<file path="src/rtl/wdg_pkg.sv">
package wdg_pkg;
  localparam int unsigned WDG_CNT_W      = 16;
  localparam int unsigned WDG_REL_W      = 8;
  localparam int unsigned WDG_BASE_DIV   = 12;
  localparam int unsigned WDG_FINE_DIV   = 2;
  localparam int unsigned WDG_COARSE_DIV = 16;
  localparam int unsigned WDG_WIN_CYC    = 12;
  localparam int unsigned WDG_TRIP       = 32'h7CFF;

  typedef enum logic {
    PS_FAST = 1'b0,
    PS_SLOW = 1'b1
  } ps_sel_e;
endpackage

</file>
<file path="src/rtl/wdg_prescaler.sv">
module wdg_prescaler #(
  parameter int unsigned BASE_DIV   = 12,
  parameter int unsigned FINE_DIV   = 2,
  parameter int unsigned COARSE_DIV = 16
) (
  input  logic clk_i,
  input  logic rst_ni,
  input  logic en_i,
  input  logic clr_i,
  input  logic slow_i,
  output logic tick_o
);
  localparam int unsigned FW = (FINE_DIV > 1) ? $clog2(FINE_DIV) : 1;
  localparam int unsigned CW = (COARSE_DIV > 1) ? $clog2(COARSE_DIV) : 1;

  logic          base_wrap;
  logic          fine_wrap;
  logic          coarse_wrap;
  logic [FW-1:0] fine_q, fine_d;
  logic [CW-1:0] coarse_q, coarse_d;

  generate
    if (BASE_DIV > 1) begin : g_base
      localparam int unsigned BW = $clog2(BASE_DIV);
      logic [BW-1:0] base_q, base_d;
      assign base_wrap = (base_q == BW'(BASE_DIV - 1));
      always_comb begin
        base_d = base_q;
        if (clr_i)     base_d = '0;
        else if (en_i) base_d = base_wrap ? '0 : base_q + BW'(1);
      end
      always_ff @(posedge clk_i or negedge rst_ni) begin
        if (!rst_ni) base_q <= '0;
        else         base_q <= base_d;
      end
    end else begin : g_nobase
      assign base_wrap = 1'b1;
    end
  endgenerate

  assign fine_wrap   = base_wrap && (fine_q == FW'(FINE_DIV - 1));
  assign coarse_wrap = fine_wrap && (coarse_q == CW'(COARSE_DIV - 1));

  always_comb begin
    fine_d   = fine_q;
    coarse_d = coarse_q;
    if (clr_i) begin
      fine_d   = '0;
      coarse_d = '0;
    end else if (en_i) begin
      if (base_wrap) fine_d   = fine_wrap ? '0 : fine_q + FW'(1);
      if (fine_wrap) coarse_d = coarse_wrap ? '0 : coarse_q + CW'(1);
    end
  end

  always_ff @(posedge clk_i or negedge rst_ni) begin
    if (!rst_ni) begin
      fine_q   <= '0;
      coarse_q <= '0;
    end else begin
      fine_q   <= fine_d;
      coarse_q <= coarse_d;
    end
  end

  assign tick_o = en_i && !clr_i && (slow_i ? coarse_wrap : fine_wrap);

  // the cycle after a restart never carries a tick
  p_clear_restart_r11: assert property (@(posedge clk_i) disable iff (!rst_ni)
    clr_i |=> !tick_o);
endmodule

</file>
<file path="src/rtl/wdg_refresh_window.sv">
module wdg_refresh_window #(
  parameter int unsigned WIN_CYC = 12
) (
  input  logic clk_i,
  input  logic rst_ni,
  input  logic arm_i,
  input  logic go_i,
  input  logic running_i,
  output logic reload_o
);
  localparam int unsigned AW = $clog2(WIN_CYC + 1);

  logic          armed_q, armed_d;
  logic [AW-1:0] age_q, age_d;

  always_comb begin
    armed_d = armed_q;
    age_d   = age_q;
    if (arm_i) begin
      armed_d = 1'b1;
      age_d   = AW'(1);
    end else if (armed_q) begin
      if (go_i || age_q == AW'(WIN_CYC)) begin
        armed_d = 1'b0;
        age_d   = '0;
      end else begin
        age_d = age_q + AW'(1);
      end
    end
  end

  always_ff @(posedge clk_i or negedge rst_ni) begin
    if (!rst_ni) begin
      armed_q <= 1'b0;
      age_q   <= '0;
    end else begin
      armed_q <= armed_d;
      age_q   <= age_d;
    end
  end

  assign reload_o = go_i && armed_q && running_i;

  // an armed step always sits inside the accepted window
  p_age_bound_r8: assert property (@(posedge clk_i) disable iff (!rst_ni)
    armed_q |-> (age_q >= AW'(1) && age_q <= AW'(WIN_CYC)));
  // the last window cycle without a re-arm drops the step
  p_expire_r9: assert property (@(posedge clk_i) disable iff (!rst_ni)
    (armed_q && age_q == AW'(WIN_CYC) && !arm_i) |=> !armed_q);
endmodule

</file>
<file path="src/rtl/wdg_count_core.sv">
module wdg_count_core #(
  parameter int unsigned CNT_W = 16,
  parameter int unsigned TRIP  = 32'h7CFF
) (
  input  logic             clk_i,
  input  logic             rst_ni,
  input  logic             run_i,
  input  logic             step_i,
  input  logic             load_i,
  input  logic [CNT_W-1:0] load_val_i,
  output logic [CNT_W-1:0] cnt_o,
  output logic             trip_o,
  output logic             flag_o
);
  logic [CNT_W-1:0] cnt_q, cnt_d;
  logic             trip_q, trip_d;
  logic             flag_q, flag_d;

  always_comb begin
    cnt_d = cnt_q;
    if (load_i)              cnt_d = load_val_i;
    else if (run_i && step_i) cnt_d = cnt_q + CNT_W'(1);
    trip_d = (cnt_d == CNT_W'(TRIP));
    flag_d = flag_q || trip_d;
  end

  always_ff @(posedge clk_i or negedge rst_ni) begin
    if (!rst_ni) begin
      cnt_q  <= '0;
      trip_q <= 1'b0;
      flag_q <= 1'b0;
    end else begin
      cnt_q  <= cnt_d;
      trip_q <= trip_d;
      flag_q <= flag_d;
    end
  end

  assign cnt_o  = cnt_q;
  assign trip_o = trip_q;
  assign flag_o = flag_q;

  // an idle counter holds its value
  p_hold_idle_r2: assert property (@(posedge clk_i) disable iff (!rst_ni)
    (!run_i && !load_i) |=> $stable(cnt_q));
  // each step adds exactly one, modulo the counter width
  p_step_one_r3: assert property (@(posedge clk_i) disable iff (!rst_ni)
    (run_i && step_i && !load_i) |=> cnt_q == $past(cnt_q) + CNT_W'(1));
  // the request tracks the trip value of the held count
  p_trip_exact_r6: assert property (@(posedge clk_i) disable iff (!rst_ni)
    trip_q == (cnt_q == CNT_W'(TRIP)));
  // the status bit is sticky and covers every request
  p_flag_sticky_r7: assert property (@(posedge clk_i) disable iff (!rst_ni)
    flag_q |=> flag_q);
  p_flag_covers_r7: assert property (@(posedge clk_i) disable iff (!rst_ni)
    trip_q |-> flag_q);
endmodule

</file>
<file path="src/rtl/wdg_two_step.sv">
module wdg_two_step
  import wdg_pkg::*;
#(
  parameter int unsigned CNT_W      = WDG_CNT_W,
  parameter int unsigned REL_W      = WDG_REL_W,
  parameter int unsigned BASE_DIV   = WDG_BASE_DIV,
  parameter int unsigned FINE_DIV   = WDG_FINE_DIV,
  parameter int unsigned COARSE_DIV = WDG_COARSE_DIV,
  parameter int unsigned WIN_CYC    = WDG_WIN_CYC,
  parameter int unsigned TRIP       = WDG_TRIP
) (
  input  logic             clk_i,
  input  logic             rst_ni,
  input  logic             rel_we_i,
  input  logic [REL_W-1:0] rel_wdata_i,
  input  logic             arm_stb_i,
  input  logic             go_stb_i,
  output logic             rst_req_o,
  output logic             prio_flag_o,
  output logic [CNT_W-1:0] count_o
);
  localparam int unsigned LOW_W = CNT_W - REL_W;

  logic             rst_meta_q, rst_sync_q;
  logic [REL_W-1:0] rel_q, rel_d;
  logic             running_q, running_d;
  logic             reload;
  logic             tick;
  logic [CNT_W-1:0] load_img;
  ps_sel_e          ps_sel;

  // reset: asserted asynchronously, released on the clock
  always_ff @(posedge clk_i or negedge rst_ni) begin
    if (!rst_ni) begin
      rst_meta_q <= 1'b0;
      rst_sync_q <= 1'b0;
    end else begin
      rst_meta_q <= 1'b1;
      rst_sync_q <= rst_meta_q;
    end
  end

  always_comb begin
    rel_d     = rel_we_i ? rel_wdata_i : rel_q;
    running_d = running_q || go_stb_i;
  end

  always_ff @(posedge clk_i or negedge rst_sync_q) begin
    if (!rst_sync_q) begin
      rel_q     <= '0;
      running_q <= 1'b0;
    end else begin
      rel_q     <= rel_d;
      running_q <= running_d;
    end
  end

  assign ps_sel   = ps_sel_e'(rel_q[REL_W-1]);
  assign load_img = {1'b0, rel_q[REL_W-2:0], {LOW_W{1'b0}}};

  wdg_refresh_window #(.WIN_CYC(WIN_CYC)) u_window (
    .clk_i    (clk_i),
    .rst_ni   (rst_sync_q),
    .arm_i    (arm_stb_i),
    .go_i     (go_stb_i),
    .running_i(running_q),
    .reload_o (reload)
  );

  wdg_prescaler #(
    .BASE_DIV  (BASE_DIV),
    .FINE_DIV  (FINE_DIV),
    .COARSE_DIV(COARSE_DIV)
  ) u_presc (
    .clk_i (clk_i),
    .rst_ni(rst_sync_q),
    .en_i  (running_q),
    .clr_i (reload),
    .slow_i(ps_sel == PS_SLOW),
    .tick_o(tick)
  );

  wdg_count_core #(.CNT_W(CNT_W), .TRIP(TRIP)) u_core (
    .clk_i     (clk_i),
    .rst_ni    (rst_sync_q),
    .run_i     (running_q),
    .step_i    (tick),
    .load_i    (reload),
    .load_val_i(load_img),
    .cnt_o     (count_o),
    .trip_o    (rst_req_o),
    .flag_o    (prio_flag_o)
  );

  // once running, only reset stops the watchdog
  p_run_latched_r5: assert property (@(posedge clk_i) disable iff (!rst_sync_q)
    running_q |=> running_q);
  // a go strobe in the idle state starts the watchdog
  p_start_r2: assert property (@(posedge clk_i) disable iff (!rst_sync_q)
    (!running_q && go_stb_i) |=> running_q);
  // a reload places the register image in the counter
  p_reload_image_r8: assert property (@(posedge clk_i) disable iff (!rst_sync_q)
    reload |=> count_o == {1'b0, $past(rel_q[REL_W-2:0]), {LOW_W{1'b0}}});
endmodule

</file>
<file path="config.mk">
export PLATFORM = sky130hd
export DESIGN_NAME = wdg_two_step
export DESIGN_NICKNAME = d
export VERILOG_FILES = /design/src/rtl/wdg_pkg.sv /design/src/rtl/wdg_prescaler.sv /design/src/rtl/wdg_refresh_window.sv /design/src/rtl/wdg_count_core.sv /design/src/rtl/wdg_two_step.sv
export SDC_FILE = /design/constraint.sdc
export NUM_CORES = 1
export LEC_CHECK = 0
export CAP_MARGIN = 25
export CORE_MARGIN = 5
export CORE_UTILIZATION = 50
export DETAILED_ROUTE_END_ITERATION = 10
export HOLD_SLACK_MARGIN = 0.08
export PLACE_DENSITY = 0.82
export SYNTH_ARGS = -nofsm -noshare
export SYNTH_HDL_FRONTEND = slang
export SYNTH_SLANG_ARGS = --single-unit
</file>
<file path="constraint.sdc">
create_clock -name clk_i -period 2.1 [get_ports clk_i]
set_input_delay 0.42 -clock clk_i [delete_from_list [all_inputs] [get_ports clk_i]]
set_output_delay 0.42 -clock clk_i [all_outputs]
set_load 0.05 [all_outputs]
</file>
Word-level counts from Yosys, hierarchy flattened
Index checks and enable logic that the tools add are counted.
{"block": "totals", "regBits": 43, "inputBits": 13, "out_inout_bits": 18}
{"block": "op_classes", "addsub": 5, "n_eq_ne": 4, "mux": 20, "reduce_logical": 17}
{"cell": "$mux W4", "count": 10}
{"cell": "$mux W16", "count": 2}
{"cell": "$add A16 B1 Y16 const B", "count": 1}
{"cell": "$eq A16 B15 Y1 const B", "count": 1}
{"cell": "$add A4 B1 Y4 const B", "count": 3}
{"cell": "$eq A4 B4 Y1 const B", "count": 3}
{"cell": "$mux W1", "count": 8}
{"cell": "$reduce_bool A2 Y1", "count": 4}
{"cell": "$logic_and A1 B1 Y1", "count": 7}
{"cell": "$reduce_and A2 Y1", "count": 2}
{"cell": "$logic_or A1 B1 Y1", "count": 3}
{"cell": "$add A1 B1 Y1 const B", "count": 1}
{"cell": "$logic_not A1 Y1", "count": 1}

Logic depth before layout (Yosys ltp)
Gate-level depths: netlist of run 1.
{"block": "depth", "word_depth": 10, "mapped_depth": 9, "mapped_depth_nobuf": 8}

By module
A second synthesis of run 1 with hierarchy kept.
{"block": "hier_totals", "hier_cells": 219, "area_unflattened_um2": 2284.7}
{"mod": "wdg_count_core", "instances": 1, "cells_per_inst": 116, "area_each_um2": 1076.0, "seq_area_each_um2": 450.4}
{"mod": "wdg_prescaler", "instances": 1, "cells_per_inst": 53, "area_each_um2": 523.0, "seq_area_each_um2": 225.2}
{"mod": "wdg_two_step", "instances": 1, "cells_per_inst": 23, "area_each_um2": 420.4, "seq_area_each_um2": 275.3}
{"mod": "wdg_refresh_window", "instances": 1, "cells_per_inst": 27, "area_each_um2": 265.3, "seq_area_each_um2": 125.1}

Worst setup path after synthesis of run 1
Ideal clock, no wire load.
{"block": "synth_timing", "path_type": "reg-to-reg", "start": "reg u_core.cnt_q[1], in the netlist u_core.cnt_o[1]", "end": "reg u_core.flag_q, in the netlist u_core.flag_o", "setup_ns": 0.103, "arrival_ns": 2.286, "setup_slack_ns": -0.290, "stages_incl_launch_ff": 7, "synth_period_minus_slack_ns": 2.390, "path_cell_list": "dfrtp_1 ha_1 nand3_1 or4b_1 nand3_1 nand4b_1 o41ai_2"}
{"block": "synth_between", "elab_chain_cells": 5}
{"item": "start, declared", "line": "wdg_count_core.sv:15", "rtl": "logic [CNT_W-1:0] cnt_q, cnt_d;"}
{"item": "start signal, assigned", "line": "wdg_count_core.sv:33", "rtl": "cnt_q <= cnt_d;"}
{"item": "$add A16 B1 Y16", "line": "wdg_count_core.sv:22", "rtl": "else if (run_i && step_i) cnt_d = cnt_q + CNT_W'(1);"}
{"item": "$mux W16 (*)", "line": "wdg_count_core.sv:22"}
{"item": "$mux W16 (*)", "line": "wdg_count_core.sv:21", "rtl": "if (load_i) cnt_d = load_val_i;"}
{"item": "$eq A16 B15 Y1 (*)", "line": "wdg_count_core.sv:23", "rtl": "trip_d = (cnt_d == CNT_W'(TRIP));"}
{"item": "$logic_or A1 B1 Y1 (*)", "line": "wdg_count_core.sv:24", "rtl": "flag_d = flag_q || trip_d;"}
{"item": "via u_core.flag_d", "line": "wdg_count_core.sv:17", "rtl": "logic flag_q, flag_d;"}
{"item": "end signal, assigned", "line": "wdg_count_core.sv:35", "rtl": "flag_q <= flag_d;"}
{"item": "end, declared", "line": "wdg_count_core.sv:17"}
The timed path passes the listed nets; every way through them passes the cells marked *.
A chain may end at the register's enable or synchronous reset.

Final worst setup path of run 1
{"block": "layout_timing", "start": "reg u_presc.g_base.base_q[1]", "end": "reg u_core.flag_q, in the netlist u_core.flag_o"}
{"block": "layout_between", "elab_chain_cells": 10}
{"item": "start, declared", "line": "wdg_prescaler.sv:25", "rtl": "logic [BW-1:0] base_q, base_d;"}
{"item": "start signal, assigned", "line": "wdg_prescaler.sv:34", "rtl": "else base_q <= base_d;"}
{"item": "$eq A4 B4 Y1 (*)", "line": "wdg_prescaler.sv:26", "rtl": "assign base_wrap = (base_q == BW'(BASE_DIV - 1));"}
{"item": "$logic_and A1 B1 Y1 (*)", "line": "wdg_prescaler.sv:41", "rtl": "assign fine_wrap = base_wrap && (fine_q == FW'(FINE_DIV - 1));"}
{"item": "$logic_and A1 B1 Y1", "line": "wdg_prescaler.sv:42", "rtl": "assign coarse_wrap = fine_wrap && (coarse_q == CW'(COARSE_DIV - 1));"}
{"item": "$mux W1 (*)", "line": "wdg_prescaler.sv:66", "rtl": "assign tick_o = en_i && !clr_i && (slow_i ? coarse_wrap : fine_wrap);"}
{"item": "$logic_and A1 B1 Y1 (*)", "line": "wdg_prescaler.sv:66"}
{"item": "$logic_and A1 B1 Y1 (*)", "line": "wdg_count_core.sv:22"}
{"item": "$mux W16 (*)", "line": "wdg_count_core.sv:22"}
{"item": "$mux W16 (*)", "line": "wdg_count_core.sv:21"}
{"item": "via u_core.cnt_d[14]", "line": "wdg_count_core.sv:15"}
{"item": "$eq A16 B15 Y1 (*)", "line": "wdg_count_core.sv:23"}
{"item": "$logic_or A1 B1 Y1 (*)", "line": "wdg_count_core.sv:24"}
{"item": "via u_core.flag_d", "line": "wdg_count_core.sv:17"}
Marks and branches as above.

==> PnR_summary.wiki, run 1 <==
{| class="wikitable"
! Metric !! Value
|-
| Total clock sinks || 43
|-
| Max frequency || 431 MHz
|-
| Clock buffers created by TritonCTS || 5
|-
| Post-route DRC violation count || 0
|-
| Starting density of the core || 52.1%
|-
| Number of nets with antenna violations after detailed routing || 0
|-
| Smallest setup slack after layout || -0.220 ns
|-
| Clock H-tree levels || 2
|-
| Pwr Total || 1.99 mW
|-
| Number of flops mapped to enable cells by yosys || 0
|-
| Setup repair after global routing missed its margin || true
|-
| Area of the mapped netlist || 2280 um^2
|-
| Dpl hpwl || 4300 um
|-
| Area of the die || 6020 um^2
|-
| Final non-filler cell total || 366
|-
| Clock insertion delay at the later pin of the skew report || 0.31 ns
|-
| Top flip-flop cell by instance count after synthesis || dfrtp_1
|-
| Post-detailed-placement cell area || 2970 um^2
|-
| Via count of the first global-routing pass || 2,141
|-
| Total global routing overflow || 0
|-
| Cell Int Power || 1.36 mW
|-
| Fraction of power consumed by combinational cells || 25.3%
|-
| Deepest clock path buffer count || 2
|-
| # Max-Cap Violations || 0
|-
| Ys async rst share || 100%
|-
| Final-layout setup total negative slack || -0.332 ns
|-
| Final setup skew || 0.0120 ns
|-
| Detailed-route via count || 2,212
|-
| Fin. max-slew vios || 0
|-
| Critical Path Fanout Max || 4
|-
| Number of hold violations in the final report || 0
|-
| Beginning of the worst register-to-register path || u_presc.g_base.base_q[1]
|-
| Register Area || 1090 um^2
|-
| Clock tree root buffer cell || clkbuf_8
|-
| Total of flip-flops plus latches after synthesis || 43
|-
| Part of the power in registers || 47.9%
|-
| Post-placement setup slack || -0.542 ns
|-
| Die height || 77.6 um
|-
| Clock tree from TritonCTS || yes
|-
| Violation count after the first detailed-route iteration || 243
|-
| Gr usage total || 20.9%
|-
| Number of primary I/O pins || 31
|-
| Number of filler cells placed in the layout || 277
|-
| Mean post-synth cell area || 9.84 um^2
|-
| Yosys Warn Count || 0
|-
| Leakage power figure || 1.47 nW
|-
| Period utilization || 110%
|-
| Die Wd || 77.6 um
|-
| Weighted congestion reported at the end of routability-driven placement || 0.955
|-
| Synth top area share || 47.1%
|-
| Port bufs || 30
|-
| Cell type contributing the most total cell area after synthesis || dfrtp_1
|-
| Peak VDD IR || 0.524 mV
|-
| Final setup violating endpoints || 2
|-
| DR vias/cell || 6.04
|-
| Proportion of synthesized chip area in sequential cells || 47.1%
|-
| Synth top area cells || dfrtp_1 (47%), nand2_1 (4.1%), mux2_2 (3.5%), nand3_1 (3.3%), nor2_1 (3.3%)
|-
| Standard-cell row count || 24
|-
| Synthesized instance count || 232
|-
| Finished Cell Area || 3260 um^2
|-
| Path type of the worst min-delay path || in2async
|-
| Switch Pwr || 0.627 mW
|-
| Layout overhead on the synthesized area || 42.6%
|-
| Final core area utilization || 74.3%
|-
| Number of placed cells counting well taps || 349
|-
| Clk pwr share || 26.7%
|-
| Setup slack on the worst flop-to-flop path || -0.22 ns
|-
| Required time of the worst setup path || 2.30 ns
|-
| Detailed-router iteration count before antenna repair || 5
|-
| Total inserted antenna cells || 0
|-
| Detailed-route wire length per cell || 17.9 um
|-
| Final nets || 331
|-
| Signal arrival time at the worst endpoint || 2.52 ns
|-
| Hold-fix buffers, CTS || 0
|-
| Slew of the pin with the lowest slew margin || 0.650 ns
|-
| Worst Hold Slack || 0.272 ns
|-
| Switching part of the total power || 31.5%
|-
| Number of antenna violations at the first check in global routing || 0
|-
| Min Tclk post-route || 2.32 ns
|-
| Relative max-transition margin || 56.7%
|-
| Worst setup SP type || flop
|-
| Post-synth cell types || 48
|-
| Fraction of final layout cells with drive strength greater than 1 || 31.8%
|-
| Register clock-pin slew on the reported worst setup and hold paths || 0.09 ns
|-
| First-pass GRT wire length || 10,300 um
|-
| Post-synthesis net count || 250
|-
| Failing checks || setup timing
|-
| Type of destination of the critical path || flop
|-
| Power per cell area || 611 nW/um^2
|-
| Core outline area || 4380 um^2
|-
| Crit path from || u_presc.g_base.base_q[1]
|-
| Area of the multi-input gates || 1260 um^2
|-
| Type of the setup path with the least slack || reg2reg
|-
| Final wirelength || 6550 um
|-
| Largest net degree at the start of global routing || 28
|-
| Outcome || finished with violations
|}
[synthesized netlist by cell type (2+ instances only)]
cell       n
ha_1       5
a21oi_1    7
nand2b_1   2
nand3_1   15
nand2_1   25
dfrtp_1   43
xor2_1     3
nand4_1    3
a31oi_1    3
o21ai_0   13
mux2_2     7
mux2i_1    3
a22oi_1    3
a211oi_1   2
xnor2_1    7
nor2_1    20
clkbuf_1   6
nor3_1     2
or4_1      4
inv_1      9
nand4b_1   2
a22o_1     4
and3_1     6
or2_2      2
nor4_1     2
nand3b_1   2
o31ai_1    9
and2_1     3
[layout by cell type, fill, tap and decap left out, drive strengths merged, types with 4 or more instances in the layout]
cell type	synthesis	layout
buf	2	52
dfrtp	43	43
nand2	25	25
clkdlybuf4s50	0	24
nor2	20	20
nand3	15	15
o21ai	13	13
inv	9	9
o31ai	9	9
mux2	7	7
xnor2	7	7
a21oi	7	7
and3	6	6
clkbuf	6	5
ha	5	5
a22o	4	4
dlymetal6s2s	0	4
or4	4	4
[worst max-delay path: stages, from the launching register on]
cell	delay, ns
dfrtp_1	0.37
ha_2	0.19
and4b_4	0.30
o211ai_4	0.11
or4_4	0.55
a31oi_4	0.19
nand3b_1	0.17
o41ai_2	0.33
[sequential cells by signal (all words and copies together) (netlist names)]
register	count
u_window.armed_q	1
u_window.age_q	4
u_presc.coarse_q	4
rel_q	8
running_q	1
u_presc.fine_q	1
rst_meta_q	1
rst_sync_q	1
u_presc.g_base.base_q	4
u_core.flag_o	1
u_core.trip_o	1
u_core.cnt_o	16
[final timing paths]
kind | endpoint | cells past startpoint
max | u_core.flag_o | 7
min | rst_sync_q | 1
max reg2reg | u_core.flag_o | 7
min reg2reg | rel_q[3] | 0
max in group asynchronous | u_core.cnt_o[3] | 1
min in group clk_i | rst_sync_q | 0
[metal layers]
layer / track usage, % / routed length [um] / vias up
met2: 33.7 / 3230 / 120
met3: 4.86 / 444 / 21
met5: 0 / 0 / -
met1: 27.5 / 2690 / 1061
met4: 7.39 / 186 / 0
li1: - / - / 1010
[power groups by stage]
stage,registers [mW],logic [mW],clock network (mW)
finish,0.954,0.504,0.532
global route,0.963,0.539,0.576
CTS,0.949,0.478,0.534
detailed placement,0.966,0.436,0
global placement,0.962,0.422,0
floorplan,1.05,0.147,0
[timing repair]
item                                   CTS  global route
cloned                                   1             0
setup endpoints to repair                3            10
endpoints found under the hold margin    0             0
buffers inserted                         7             2
pin swaps                                9             4
resized for setup                       11            16
[final cells by class]
type                    instances  area share [%]
multi-input cells             173            38.8
flip-flops and latches         43            33.4
repair buffers                 81            22.0
clock buffers                   5            2.11
well taps                      52            2.00
inverters                       9            1.04
clock inverters                 3           0.615
[cells by family after synthesis]
group	synth area share, %
adder cells (fa/ha/maj)	2.74
buffers and inverters	3.18
flip-flops	47.1
multiplexers	4.77
AND/OR/NAND/NOR	21.6
XOR/XNOR	3.84
other	0.164
AO/OA/AOI/OAI	16.5
Note: power is estimated with default switching activity, not from simulation.
==> inputs of run 2 (changes only) <==
--- a/config.mk
+++ b/config.mk
@@ -10,7 +10,7 @@
 export CORE_UTILIZATION = 50
 export DETAILED_ROUTE_END_ITERATION = 10
 export HOLD_SLACK_MARGIN = 0.08
-export PLACE_DENSITY = 0.82
+export PLACE_DENSITY_LB_ADDON = 0.3
 export SYNTH_ARGS = -nofsm -noshare
 export SYNTH_HDL_FRONTEND = slang
 export SYNTH_SLANG_ARGS = --single-unit
==> run 2 against run 1 <==
The run still ends with setup timing left. Via count fell by 4.3%. Sequential power barely moved. Combinational power shrank 8.7%. Critical path depth increased by 1. Die area is the same. Clock-buffer cell count rose by 1. Flip-flop and latch count did not move. Largest power group unchanged.
==> PnR_summary.wiki, run 2 (synthesis results as in run 1) <==
{| class="wikitable"
! Metric !! Value
|-
| Starting density of the core || 52.1% (unchanged)
|-
| First-pass GRT wire length || 9380 um (-9.1%)
|-
| Dpl hpwl || 4210 um (-2.2%)
|-
| Clock tree from TritonCTS || yes
|-
| Number of primary I/O pins || 31 (unchanged)
|-
| Setup repair after global routing missed its margin || true
|-
| Peak VDD IR || 0.536 mV (+2.1%)
|-
| Fraction of final layout cells with drive strength greater than 1 || 30.2% (-1.7 points)
|-
| Final core area utilization || 73.5% (-0.80 points)
|-
| Most common cell after layout, fill and taps aside || buf_4
|-
| Signal arrival time at the worst endpoint || 2.40 ns (-0.12 ns)
|-
| Number of antenna violations at the first check in global routing || 0 (unchanged)
|-
| Number of flip-flops in the largest register || 16 (unchanged)
|-
| Final nets || 325 (-1.8%)
|-
| Register clock-pin slew on the reported worst setup and hold paths || 0.08 ns (about the same)
|-
| Number of filler cells placed in the layout || 315 (+14%)
|-
| Commonest cells after routing, fill and taps aside || buf_4 (45), dfrtp_1 (33), clkdlybuf4s50_1 (27)
|-
| # Max-Cap Violations || 0 (unchanged)
|-
| Total global routing overflow || 0 (unchanged)
|-
| Min Tclk post-route || 2.21 ns (-0.111 ns)
|-
| Hold-fix buffers, CTS || 0 (unchanged)
|-
| Die height || 77.6 um (unchanged)
|-
| DR vias/cell || 5.88 (-2.7%)
|-
| Number of nets with antenna violations after detailed routing || 0 (unchanged)
|-
| Power per cell area || 670 nW/um^2 (+9.7%)
|-
| Standard-cell row count || 24 (unchanged)
|-
| Via count of the first global-routing pass || 2,075 (-3.1%)
|-
| Clock insertion delay at the later pin of the skew report || 0.29 ns (-0.02 ns)
|-
| Destination of the critical timing path || u_core.flag_o
|-
| Detailed-route via count || 2,117 (-4.3%)
|-
| Port bufs || 30 (unchanged)
|-
| Path type of the worst min-delay path || reg2async
|-
| Post-detailed-placement cell area || 2950 um^2 (-0.93%)
|-
| Final setup skew || 0.00518 ns (-0.00685 ns)
|-
| Final wirelength || 5910 um (-9.8%)
|-
| Beginning of the worst register-to-register path || u_presc.coarse_q[0]
|-
| Number of hold violations in the final report || 0 (unchanged)
|-
| Relative max-transition margin || 58.7% (+2.0 points)
|-
| Smallest setup slack after layout || -0.109 ns (+0.111 ns)
|-
| Final-layout setup total negative slack || -0.204 ns (+0.127 ns)
|-
| Clock tree root buffer cell || clkbuf_8
|-
| Post-route DRC violation count || 0 (unchanged)
|-
| Finished Cell Area || 3220 um^2 (-1.1%)
|-
| Number of placed cells counting well taps || 347 (-0.57%)
|-
| Total clock sinks || 43 (unchanged)
|-
| Die Wd || 77.6 um (unchanged)
|-
| Period utilization || 105% (-5.3 points)
|-
| Leakage power figure || 1.39 nW (-5.0%)
|-
| Layout overhead on the synthesized area || 41.0%
|-
| Type of destination of the critical path || flop
|-
| Final setup violating endpoints || 2 (unchanged)
|-
| Failing checks || setup timing
|-
| Total inserted antenna cells || 0 (unchanged)
|-
| Clock buffers created by TritonCTS || 5 (unchanged)
|-
| Clock H-tree levels || 2 (unchanged)
|-
| Endpoint of the worst register-to-register path || u_core.flag_o
|-
| Setup slack on the worst flop-to-flop path || -0.11 ns (+0.11 ns)
|-
| Gr usage total || 19.2% (-1.7 points)
|-
| Fin. max-slew vios || 0 (unchanged)
|-
| Core outline area || 4380 um^2 (unchanged)
|-
| Final non-filler cell total || 360 (-1.6%)
|-
| Slew of the pin with the lowest slew margin || 0.619 ns (-0.0307 ns)
|-
| Type of the setup path with the least slack || reg2reg
|-
| Weighted congestion reported at the end of routability-driven placement || 0.886 (-7.3%)
|-
| Deepest clock path buffer count || 2 (unchanged)
|-
| Max frequency || 453 MHz (+5.0%)
|-
| Violation count after the first detailed-route iteration || 160 (-34%)
|-
| Crit path from || u_presc.coarse_q[0]
|-
| Outcome || finished with violations
|-
| Area of the die || 6020 um^2 (unchanged)
|-
| Largest net degree at the start of global routing || 17 (-39%)
|-
| Detailed-route wire length per cell || 16.4 um (-8.3%)
|-
| Worst-case reg-to-reg path depth || 8 (+1)
|-
| Detailed-router iteration count before antenna repair || 5 (unchanged)
|-
| Critical Path Fanout Max || 10 (+6)
|-
| Required time of the worst setup path || 2.29 ns (about the same)
|-
| Worst setup SP type || flop
|}
-- run 2: changes by cell type in the layout (fill, tap and decap cells not counted), sizes merged --
cell / before / now
o211ai: 3 / 2
buf: 52 / 47
bufinv: 0 / 2
clkinv: 1 / 0
clkbuf: 5 / 6
dlymetal6s2s: 4 / 1
clkdlybuf4s50: 24 / 27
clkinvlp: 2 / 0
-- run 2: routing by layer --
layer	wire length, um	GRT usage [%]	up-vias
li1	-	-	992
met1	2430	25.3	1029
met2	3000	31.7	86
met3	376	4.17	10
met4	102	5.84	0
met5	0	0	-
-- run 2: worst min path at each step --
stage | startpoint | end | slack (ns) | depth (start not counted)
finish | rst_sync_q | u_core.cnt_o[14] | 0.26 | 0
global route | rst_ni | rst_sync_q | 0.28 | 1
CTS | rst_sync_q | u_core.cnt_o[11] | 0.26 | 0
detailed placement | rst_sync_q | u_core.cnt_o[11] | 0.25 | 0
global placement | rst_sync_q | u_core.cnt_o[11] | 0.26 | 0
floorplan | rst_ni | rst_meta_q | 0.12 | 0
-- run 2: report_power, final --
part	switching, mW	leakage [nW]	total (mW)	internal [mW]
Clock	0.271	0.0654	0.746	0.475
Combinational	0.246	0.803	0.460	0.214
Sequential	0.0599	0.526	0.953	0.893
Total	0.576	1.39	2.16	1.58
-- run 2: metrics by stage --
step / hold slack [ns] / setup WS [ns] / power, mW
2_1_floorplan: 0.124 / -0.0462 / 1.20
3_3_place_gp: 0.258 / -0.471 / 1.38
3_5_place_dp: 0.254 / -0.526 / 1.40
4_1_cts: 0.262 / -0.0950 / 2.14
5_1_grt: 0.280 / -0.211 / 2.25
6_report: 0.257 / -0.109 / 2.16
-- run 2: critical path: stages, from the launching register on --
cell       delay [ns]
dfrtp_1          0.39
ha_1             0.23
and3_4           0.21
o211ai_4         0.29
buf_4            0.23
nand4_1          0.11
o31ai_1          0.14
o2111ai_4        0.21
o41ai_2          0.30
-- run 2: final cells by class --
class,count,area [um^2],area share (%)
clock buffer,6,72.6,2.25
timing repair buffer,76,652,20.2
clock inverter,2,60.1,1.86
tap,52,65.1,2.02
multi-input combinational,172,1250,38.8
inverter,9,33.8,1.05
sequential,43,1090,33.8
-- run 2: what timing repair did --
item / 4_1_cts / 5_1_grt
endpoints found under the setup margin: 3 / 4
buffers inserted: 2 / 3
gates resized for setup: 6 / 16
pin swaps: 10 / 10
